<file path="config.mk">
export PLATFORM = sky130hd
export DESIGN_NAME = pgw_top
export DESIGN_NICKNAME = d
export VERILOG_FILES = /design/src/rtl/pgw_pkg.sv /design/src/rtl/pgw_perm.sv /design/src/rtl/pgw_flog.sv /design/src/rtl/pgw_top.sv
export SDC_FILE = /design/constraint.sdc
export NUM_CORES = 1
export LEC_CHECK = 0
export BUFFER_PORTS_ARGS = -buffer_cell sky130_fd_sc_hd__buf_2
export CAP_MARGIN = 20
export CELL_PAD_IN_SITES_DETAIL_PLACEMENT = 1
export CELL_PAD_IN_SITES_GLOBAL_PLACEMENT = 1
export CORE_AREA = 2 2 177 162
export CTS_CLUSTER_DIAMETER = 40
export DETAILED_ROUTE_END_ITERATION = 10
export DIE_AREA = 0 0 179 164
export PLACE_DENSITY = 0.87
export SYNTH_ARGS = -nofsm -noshare
export SYNTH_HDL_FRONTEND = slang
export SYNTH_SLANG_ARGS = --single-unit
</file>
<file path="constraint.sdc">
create_clock -name clk -period 4.4 [get_ports clk]
set_clock_uncertainty 0.1 [all_clocks]
set_input_delay 0.88 -clock clk [delete_from_list [all_inputs] [get_ports clk]]
set_output_delay 0.88 -clock clk [all_outputs]
set_load 0.01 [all_outputs]
</file>
<file path="src/rtl/pgw_pkg.sv">
// Shared constants for the page table walker.
// Assumes 32-bit descriptors and a 36-bit physical address space.
package pgw_pkg;
    localparam int VA_W    = 32;
    localparam int PA_W    = 36;
    localparam int DESC_W  = 32;
    localparam int FSR_W   = 8;
    localparam int BIT_REF = 5;
    localparam int BIT_MOD = 6;

    typedef enum logic [2:0] {
        ST_IDLE,
        ST_READ,
        ST_CHECK,
        ST_WBACK,
        ST_FIN
    } walk_st_t;

    localparam logic [1:0] DT_INVALID = 2'd0;
    localparam logic [1:0] DT_PTD     = 2'd1;
    localparam logic [1:0] DT_PTE     = 2'd2;

    localparam logic [2:0] FT_NONE    = 3'd0;
    localparam logic [2:0] FT_INVALID = 3'd1;
    localparam logic [2:0] FT_PROT    = 3'd2;
    localparam logic [2:0] FT_PRIV    = 3'd3;
    localparam logic [2:0] FT_TRANS   = 3'd4;
endpackage

</file>
<file path="src/rtl/pgw_perm.sv">
// Permission decoder: maps a 3-bit entry permission and the access kind
// to a fault type, and says whether writes may be granted.
// Assumes purely combinational use; no state.
module pgw_perm
    import pgw_pkg::*;
(
    input  logic [2:0] acc_field,
    input  logic       is_write,
    input  logic       is_fetch,
    input  logic       is_super,
    input  logic       modified,
    output logic [2:0] fcode,
    output logic       wr_grant
);
    logic rd_right;
    logic ex_right;
    logic wr_right;

    // Derive per-mode rights, then the fault type.
    always_comb begin
        rd_right = is_super ? (acc_field != 3'd4)
                            : (acc_field <= 3'd3 || acc_field == 3'd5);
        ex_right = is_super ? (acc_field inside {3'd2, 3'd3, 3'd4, 3'd6, 3'd7})
                            : (acc_field inside {3'd2, 3'd3, 3'd4});
        wr_right = is_super ? acc_field[0] : (acc_field[0] && !acc_field[2]);
        if (!is_super && acc_field[2:1] == 2'b11)
            fcode = FT_PRIV;
        else if ((is_write && !wr_right) || (is_fetch && !ex_right) ||
                 (!is_write && !is_fetch && !rd_right))
            fcode = FT_PROT;
        else
            fcode = FT_NONE;
        wr_grant = modified && wr_right;
    end
endmodule

</file>
<file path="src/rtl/pgw_flog.sv">
// Fault log: fault status byte with overflow flag and fault address word.
// Assumes evt is a single-cycle pulse at the end of a failed walk.
module pgw_flog
    import pgw_pkg::*;
(
    input  logic             clk,
    input  logic             rst_n,
    input  logic             evt,
    input  logic [2:0]       aidx,
    input  logic [2:0]       ftype,
    input  logic [VA_W-1:0]  va,
    output logic [FSR_W-1:0] fsr,
    output logic [VA_W-1:0]  far
);
    // Record a fault, marking overflow if the previous one is still present.
    always_ff @(posedge clk) begin
        if (!rst_n) begin
            fsr <= '0;
            far <= '0;
        end else if (evt) begin
            fsr <= ((fsr != '0) ? FSR_W'(1) : FSR_W'(0)) |
                   FSR_W'({aidx, ftype, 2'b10});
            far <= va;
        end
    end

    AST_FSR_MARKED: assert property (@(posedge clk) disable iff (!rst_n)
        evt |=> fsr[1]);
    AST_FAR_CAPTURE: assert property (@(posedge clk) disable iff (!rst_n)
        evt |=> far == $past(va));
    AST_OVERFLOW_SET: assert property (@(posedge clk) disable iff (!rst_n)
        (evt && fsr != '0) |=> fsr[0]);
    AST_FSR_HOLD: assert property (@(posedge clk) disable iff (!rst_n)
        !evt |=> $stable(fsr));
endmodule

</file>
<file path="src/rtl/pgw_top.sv">
// Page table walker top: context table plus three table levels, stopping at
// the first page entry. Updates referenced/modified flags, checks permissions
// and logs faults. Assumes one outstanding memory access and that requests
// are only raised while done/busy sequencing has returned to idle.
module pgw_top
    import pgw_pkg::*;
#(
    parameter int CTX_W = 8
) (
    input  logic              clk,
    input  logic              rst_n,
    input  logic              req_valid,
    input  logic [VA_W-1:0]   req_vaddr,
    input  logic              req_write,
    input  logic              req_fetch,
    input  logic              req_super,
    input  logic              cfg_enable,
    input  logic              cfg_nofault,
    input  logic              cfg_traps_en,
    input  logic [VA_W-1:0]   cfg_ctx_ptr,
    input  logic [CTX_W-1:0]  cfg_ctx_num,
    output logic              mem_req,
    output logic              mem_we,
    output logic [PA_W-1:0]   mem_addr,
    output logic [DESC_W-1:0] mem_wdata,
    input  logic              mem_ack,
    input  logic [DESC_W-1:0] mem_rdata,
    output logic              done,
    output logic              xlat_ok,
    output logic              trap,
    output logic [PA_W-1:0]   pa,
    output logic              wr_ok,
    output logic [FSR_W-1:0]  fsr,
    output logic [VA_W-1:0]   far
);
    localparam logic [1:0] LAST_LVL = 2'd3;

    walk_st_t          st;
    logic [1:0]        lvl;
    logic [VA_W-1:0]   va;
    logic [2:0]        aidx;
    logic [PA_W-1:0]   cur_addr;
    logic [DESC_W-1:0] pte;
    logic              flt;
    logic [2:0]        ftype;
    logic [PA_W-1:0]   pa_q;
    logic              wr_ok_q;

    logic [PA_W-1:0]   ctx_addr;
    logic [PA_W-1:0]   next_base;
    logic [PA_W-1:0]   next_idx;
    logic [PA_W-1:0]   pte_base;
    logic [PA_W-1:0]   pg_off;
    logic [DESC_W-1:0] pte_upd;
    logic              need_wb;
    logic [2:0]        pcode;
    logic              pgrant;

    // Address arithmetic and flag-update values for the current step.
    always_comb begin
        ctx_addr  = {cfg_ctx_ptr, 4'h0} + (PA_W'(cfg_ctx_num) << 4);
        next_base = {mem_rdata[DESC_W-1:2], 2'b00, 4'h0};
        case (lvl)
            2'd0:    next_idx = PA_W'({va[31:24], 2'b00});
            2'd1:    next_idx = PA_W'({va[23:18], 2'b00});
            default: next_idx = PA_W'({va[17:12], 2'b00});
        endcase
        case (lvl)
            2'd1:    pg_off = PA_W'(va[23:0]);
            2'd2:    pg_off = PA_W'(va[17:0]);
            default: pg_off = PA_W'(va[11:0]);
        endcase
        pte_base = {pte[DESC_W-1:8], 12'h000};
        pte_upd  = pte | (DESC_W'(1) << BIT_REF) |
                   (aidx[2] ? (DESC_W'(1) << BIT_MOD) : '0);
        need_wb  = !pte[BIT_REF] || (aidx[2] && !pte[BIT_MOD]);
    end

    pgw_perm u_perm (
        .acc_field (pte_upd[4:2]),
        .is_write  (aidx[2]),
        .is_fetch  (aidx[1]),
        .is_super  (aidx[0]),
        .modified  (pte_upd[BIT_MOD]),
        .fcode     (pcode),
        .wr_grant  (pgrant)
    );

    // Walk sequencer: accept, read descriptors, check, write back, finish.
    always_ff @(posedge clk) begin
        if (!rst_n) begin
            st       <= ST_IDLE;
            lvl      <= 2'd0;
            va       <= '0;
            aidx     <= 3'd0;
            cur_addr <= '0;
            pte      <= '0;
            flt      <= 1'b0;
            ftype    <= FT_NONE;
            pa_q     <= '0;
            wr_ok_q  <= 1'b0;
        end else begin
            case (st)
                ST_IDLE: if (req_valid) begin
                    va    <= req_vaddr;
                    aidx  <= {req_write, req_fetch, req_super};
                    flt   <= 1'b0;
                    ftype <= FT_NONE;
                    lvl   <= 2'd0;
                    if (!cfg_enable) begin
                        pa_q    <= PA_W'(req_vaddr);
                        wr_ok_q <= 1'b1;
                        st      <= ST_FIN;
                    end else begin
                        cur_addr <= ctx_addr;
                        wr_ok_q  <= 1'b0;
                        st       <= ST_READ;
                    end
                end
                ST_READ: if (mem_ack) begin
                    if (mem_rdata[1:0] == DT_PTD && lvl != LAST_LVL) begin
                        cur_addr <= next_base + next_idx;
                        lvl      <= lvl + 2'd1;
                    end else if (mem_rdata[1:0] == DT_PTE && lvl != 2'd0) begin
                        pte <= mem_rdata;
                        st  <= ST_CHECK;
                    end else begin
                        flt   <= 1'b1;
                        ftype <= (mem_rdata[1:0] == DT_INVALID) ? FT_INVALID : FT_TRANS;
                        st    <= ST_FIN;
                    end
                end
                ST_CHECK: begin
                    pte     <= pte_upd;
                    pa_q    <= pte_base + pg_off;
                    flt     <= (pcode != FT_NONE);
                    ftype   <= pcode;
                    wr_ok_q <= (pcode == FT_NONE) && pgrant;
                    st      <= need_wb ? ST_WBACK : ST_FIN;
                end
                ST_WBACK: if (mem_ack) st <= ST_FIN;
                ST_FIN:   st <= ST_IDLE;
                default:  st <= ST_IDLE;
            endcase
        end
    end

    // Port drive from sequencer state.
    always_comb begin
        mem_req   = (st == ST_READ) || (st == ST_WBACK);
        mem_we    = (st == ST_WBACK);
        mem_addr  = cur_addr;
        mem_wdata = pte;
        done      = (st == ST_FIN);
        xlat_ok   = done && !flt;
        trap      = done && flt && !cfg_nofault && cfg_traps_en;
        pa        = pa_q;
        wr_ok     = wr_ok_q;
    end

    pgw_flog u_flog (
        .clk   (clk),
        .rst_n (rst_n),
        .evt   (done && flt),
        .aidx  (aidx),
        .ftype (ftype),
        .va    (va),
        .fsr   (fsr),
        .far   (far)
    );

    AST_BYPASS_NO_MEM: assert property (@(posedge clk) disable iff (!rst_n)
        (st == ST_IDLE && req_valid && !cfg_enable) |=> (done && !mem_req));
    AST_REQ_HOLD: assert property (@(posedge clk) disable iff (!rst_n)
        (mem_req && !mem_ack) |=> (mem_req && $stable(mem_addr)));
    AST_DONE_PULSE: assert property (@(posedge clk) disable iff (!rst_n)
        done |=> !done);
    AST_WB_MARKS_REF: assert property (@(posedge clk) disable iff (!rst_n)
        (mem_req && mem_we) |-> mem_wdata[BIT_REF]);
    AST_TRAP_ON_DONE: assert property (@(posedge clk) disable iff (!rst_n)
        trap |-> (done && !xlat_ok));
endmodule

</file>
==> reports/qor.csv <==
metric,value,unit
status,finished clean,
cts_root_buf,clkbuf_16,
grt_pass1_vias,10300,
yosys_warnings,0,
layout_common_cells,"308 x nand2_1, 261 x buf_2, 187 x dfxtp_1, 151 x a21oi_1, 67 x nor2_1",
pwr-share-seq,0.379,
viasPerCell,5.545,
syn_to_final_growth,22.14,%
synthCells,1269,
post_cts_buffers,0,
dp.cells,1827,
antenna_found_initial,2,
max_cap_viol_count,0,
r2r_end,mem_addr[18],
p_int,3.544,mW
dr.first_iter.drc_count,677,
multi_input_area,0.005560,mm^2
core,0.02750,mm^2
wl_per_cell,19.91,um
globalplace.congestion,0.9297,
setup_viol,0,
whs_path_depth,2,
final_common_cell,nand2_1,
stdcell_count,1863,
tns,0,ns
synthTopCellsByArea,"dfxtp_1 38%, nand2_1 12%, a21oi_1 7.7%",
powerDensity,497.7,mW/mm^2
cts_sinks,187,
overflow,0,
path_clk_slew,0.08,ns
pin_count,264,
grt_first_pass_wirelength,57260,um
antenna_left,0,
drc,0,
finalCriticalPeriod,3.739,ns
p_leak,4.894,nW
postSynth.asyncResetShare,0,
clkLatencyLatePin,0.44,ns
holdBufCountCts,0,
routed_wl,37100,um
cp_max_fo,12,
syn_area,0.009777,mm^2
first_pass_iters,5,
max_freq,0.2674,GHz
regArea,0.003744,mm^2
grt_max_degree,111,
rows,58,
vias,10330,
synth-edff-count,0,
start_util,0.3555,
ff2ff_setup_slack,0.66,ns
r2r-start,lvl[0],
drive_gt1_frac,0.2179,
syn_avg_cell_area,7.704,um^2
cp_data_required_time,4.63,ns
whs,0.3403,ns
clockPowerShare,0.275,
cp-start-kind,register,
hold_viol_final,0,
worst_slew_pin_slew,1.035,ns
relSlewSlack,0.3056,
p_sw_frac,0.4037,
slew_violations,0,
crit_type,register to register,
rsz0062_at_grt,no,
min_path_type,register to register,
holdCritStartpoint,ftype[2],
ys_seq_area_frac,0.3829,
power,5.943,mW
nets,1633,
cp-end-kind,register,
fill_cells,3506,
peakVddDrop,265.9,uV
ys_types,73,
ys_ff_latch,187,
cts_tree,yes,
clockBufferDepth,2,
p_switching,2.399,mW
combPwrFrac,0.346,
min_to,u_flog.fsr[4],
die_area,0.02936,mm^2
port_buffers,261,
ys.flop_type,dfxtp_1,
reg2reg_depth,11,
grt_util_all_layers,0.2505,
cts_resized,0,
die_h,164,um
htreeDepth,4,
synth_top_cell_area_share,0.3829,
period_share,0.8499,
yosys.area.top_type,dfxtp_1,
dieWidth,179,um
arrival,3.97,ns
dpl.hpwl,28030,um
cts_buffers,17,
-- sequential cells by signal (all words and copies together) (netlist names) --
name,flops
mem_addr,34
u_flog.fsr,8
flt,1
lvl,2
ftype,3
pa,36
st,3
wr_ok,1
u_flog.far,32
mem_wdata,32
va,32
aidx,3
-- through the flow --
stage	setup slack, ns	util	cell area, um^2
CTS	0.7097	0.4324	11890
finish	0.6606	0.4342	11940
floorplan	1.160	-	9781
global route	0.4492	0.4342	11940
detailed placement	0.7178	0.4105	11290
global placement	0.8506	0.4105	11290
-- synthesized netlist by cell type (14+ instances only) --
cell,count
ha_1,28
a311oi_1,14
dfxtp_1,187
o21ai_0,47
nor3_1,26
buf_2,15
a22oi_1,19
clkbuf_1,50
inv_1,29
xor2_1,21
nand4_1,17
nor4_1,15
nor2_1,67
a211oi_1,17
nand3_1,30
and3_1,14
xnor2_1,38
and2_1,20
nand2_1,308
a21oi_1,151
-- worst max-delay path: stages (launching register included) --
cell      delay (ns)
dfxtp_1         0.34
inv_1           0.12
ha_1            0.39
nor2_1          0.15
a221o_1         0.36
ha_1            0.22
fa_1            0.43
a211oi_1        0.55
nor3_1          0.27
and3_1          0.26
xor2_1          0.13
a221o_1         0.31
-- kinds of logic (layout without fill, tap and decap cells) --
family | after synthesis | after routing | share of synthesized area
AOI/OAI and AO/OA | 335 | 335 | 0.2155
xor gates and xnor gates | 59 | 59 | 0.05285
adders and majority gates | 31 | 31 | 0.04198
buffers and inverters | 107 | 338 | 0.04876
DFF | 187 | 187 | 0.3829
muxes | 4 | 4 | 0.004095
other | 1 | 4 | 0.0003836
and+or+nand+nor | 545 | 545 | 0.2535
-- worst max path at each step --
stage / to / slack (ns) / cells after the start / startpoint
2_1_floorplan: pa[28] / 1.16 / 14 / lvl[1]
3_3_place_gp: mem_addr[18] / 0.85 / 11 / lvl[0]
3_5_place_dp: mem_addr[18] / 0.72 / 11 / lvl[0]
4_1_cts: pa[30] / 0.71 / 13 / lvl[1]
5_1_grt: pa[30] / 0.45 / 13 / lvl[1]
6_report: mem_addr[18] / 0.66 / 11 / lvl[0]
-- final cells by class --
class                   instances  area share
diodes                          2   0.0004191
clock inverters                15     0.01498
repair buffers                277      0.1228
flip-flops and latches        187      0.3135
multi-input cells             976      0.4656
inverters                      29    0.009325
clock buffers                  17     0.03562
well taps                     360     0.03772
-- power groups by stage --
stage          clock (mW)  combinational (mW)  sequential, mW
3_3_place_gp            0                1.98            2.27
6_report             1.63                2.06            2.25
3_5_place_dp            0                2.05            2.28
2_1_floorplan           0                1.25            2.28
4_1_cts              1.66                2.06            2.24
5_1_grt              1.73                2.27            2.28
-- metal layers --
metal,vias up,wire (um),track usage
li1,4871,-,-
met1,5089,16290,0.3208
met2,321,17770,0.4274
met3,49,2250,0.04838
met4,0,789,0.07058
met5,-,0,0
No activity file was read; power rests on OpenSTA's default activity.
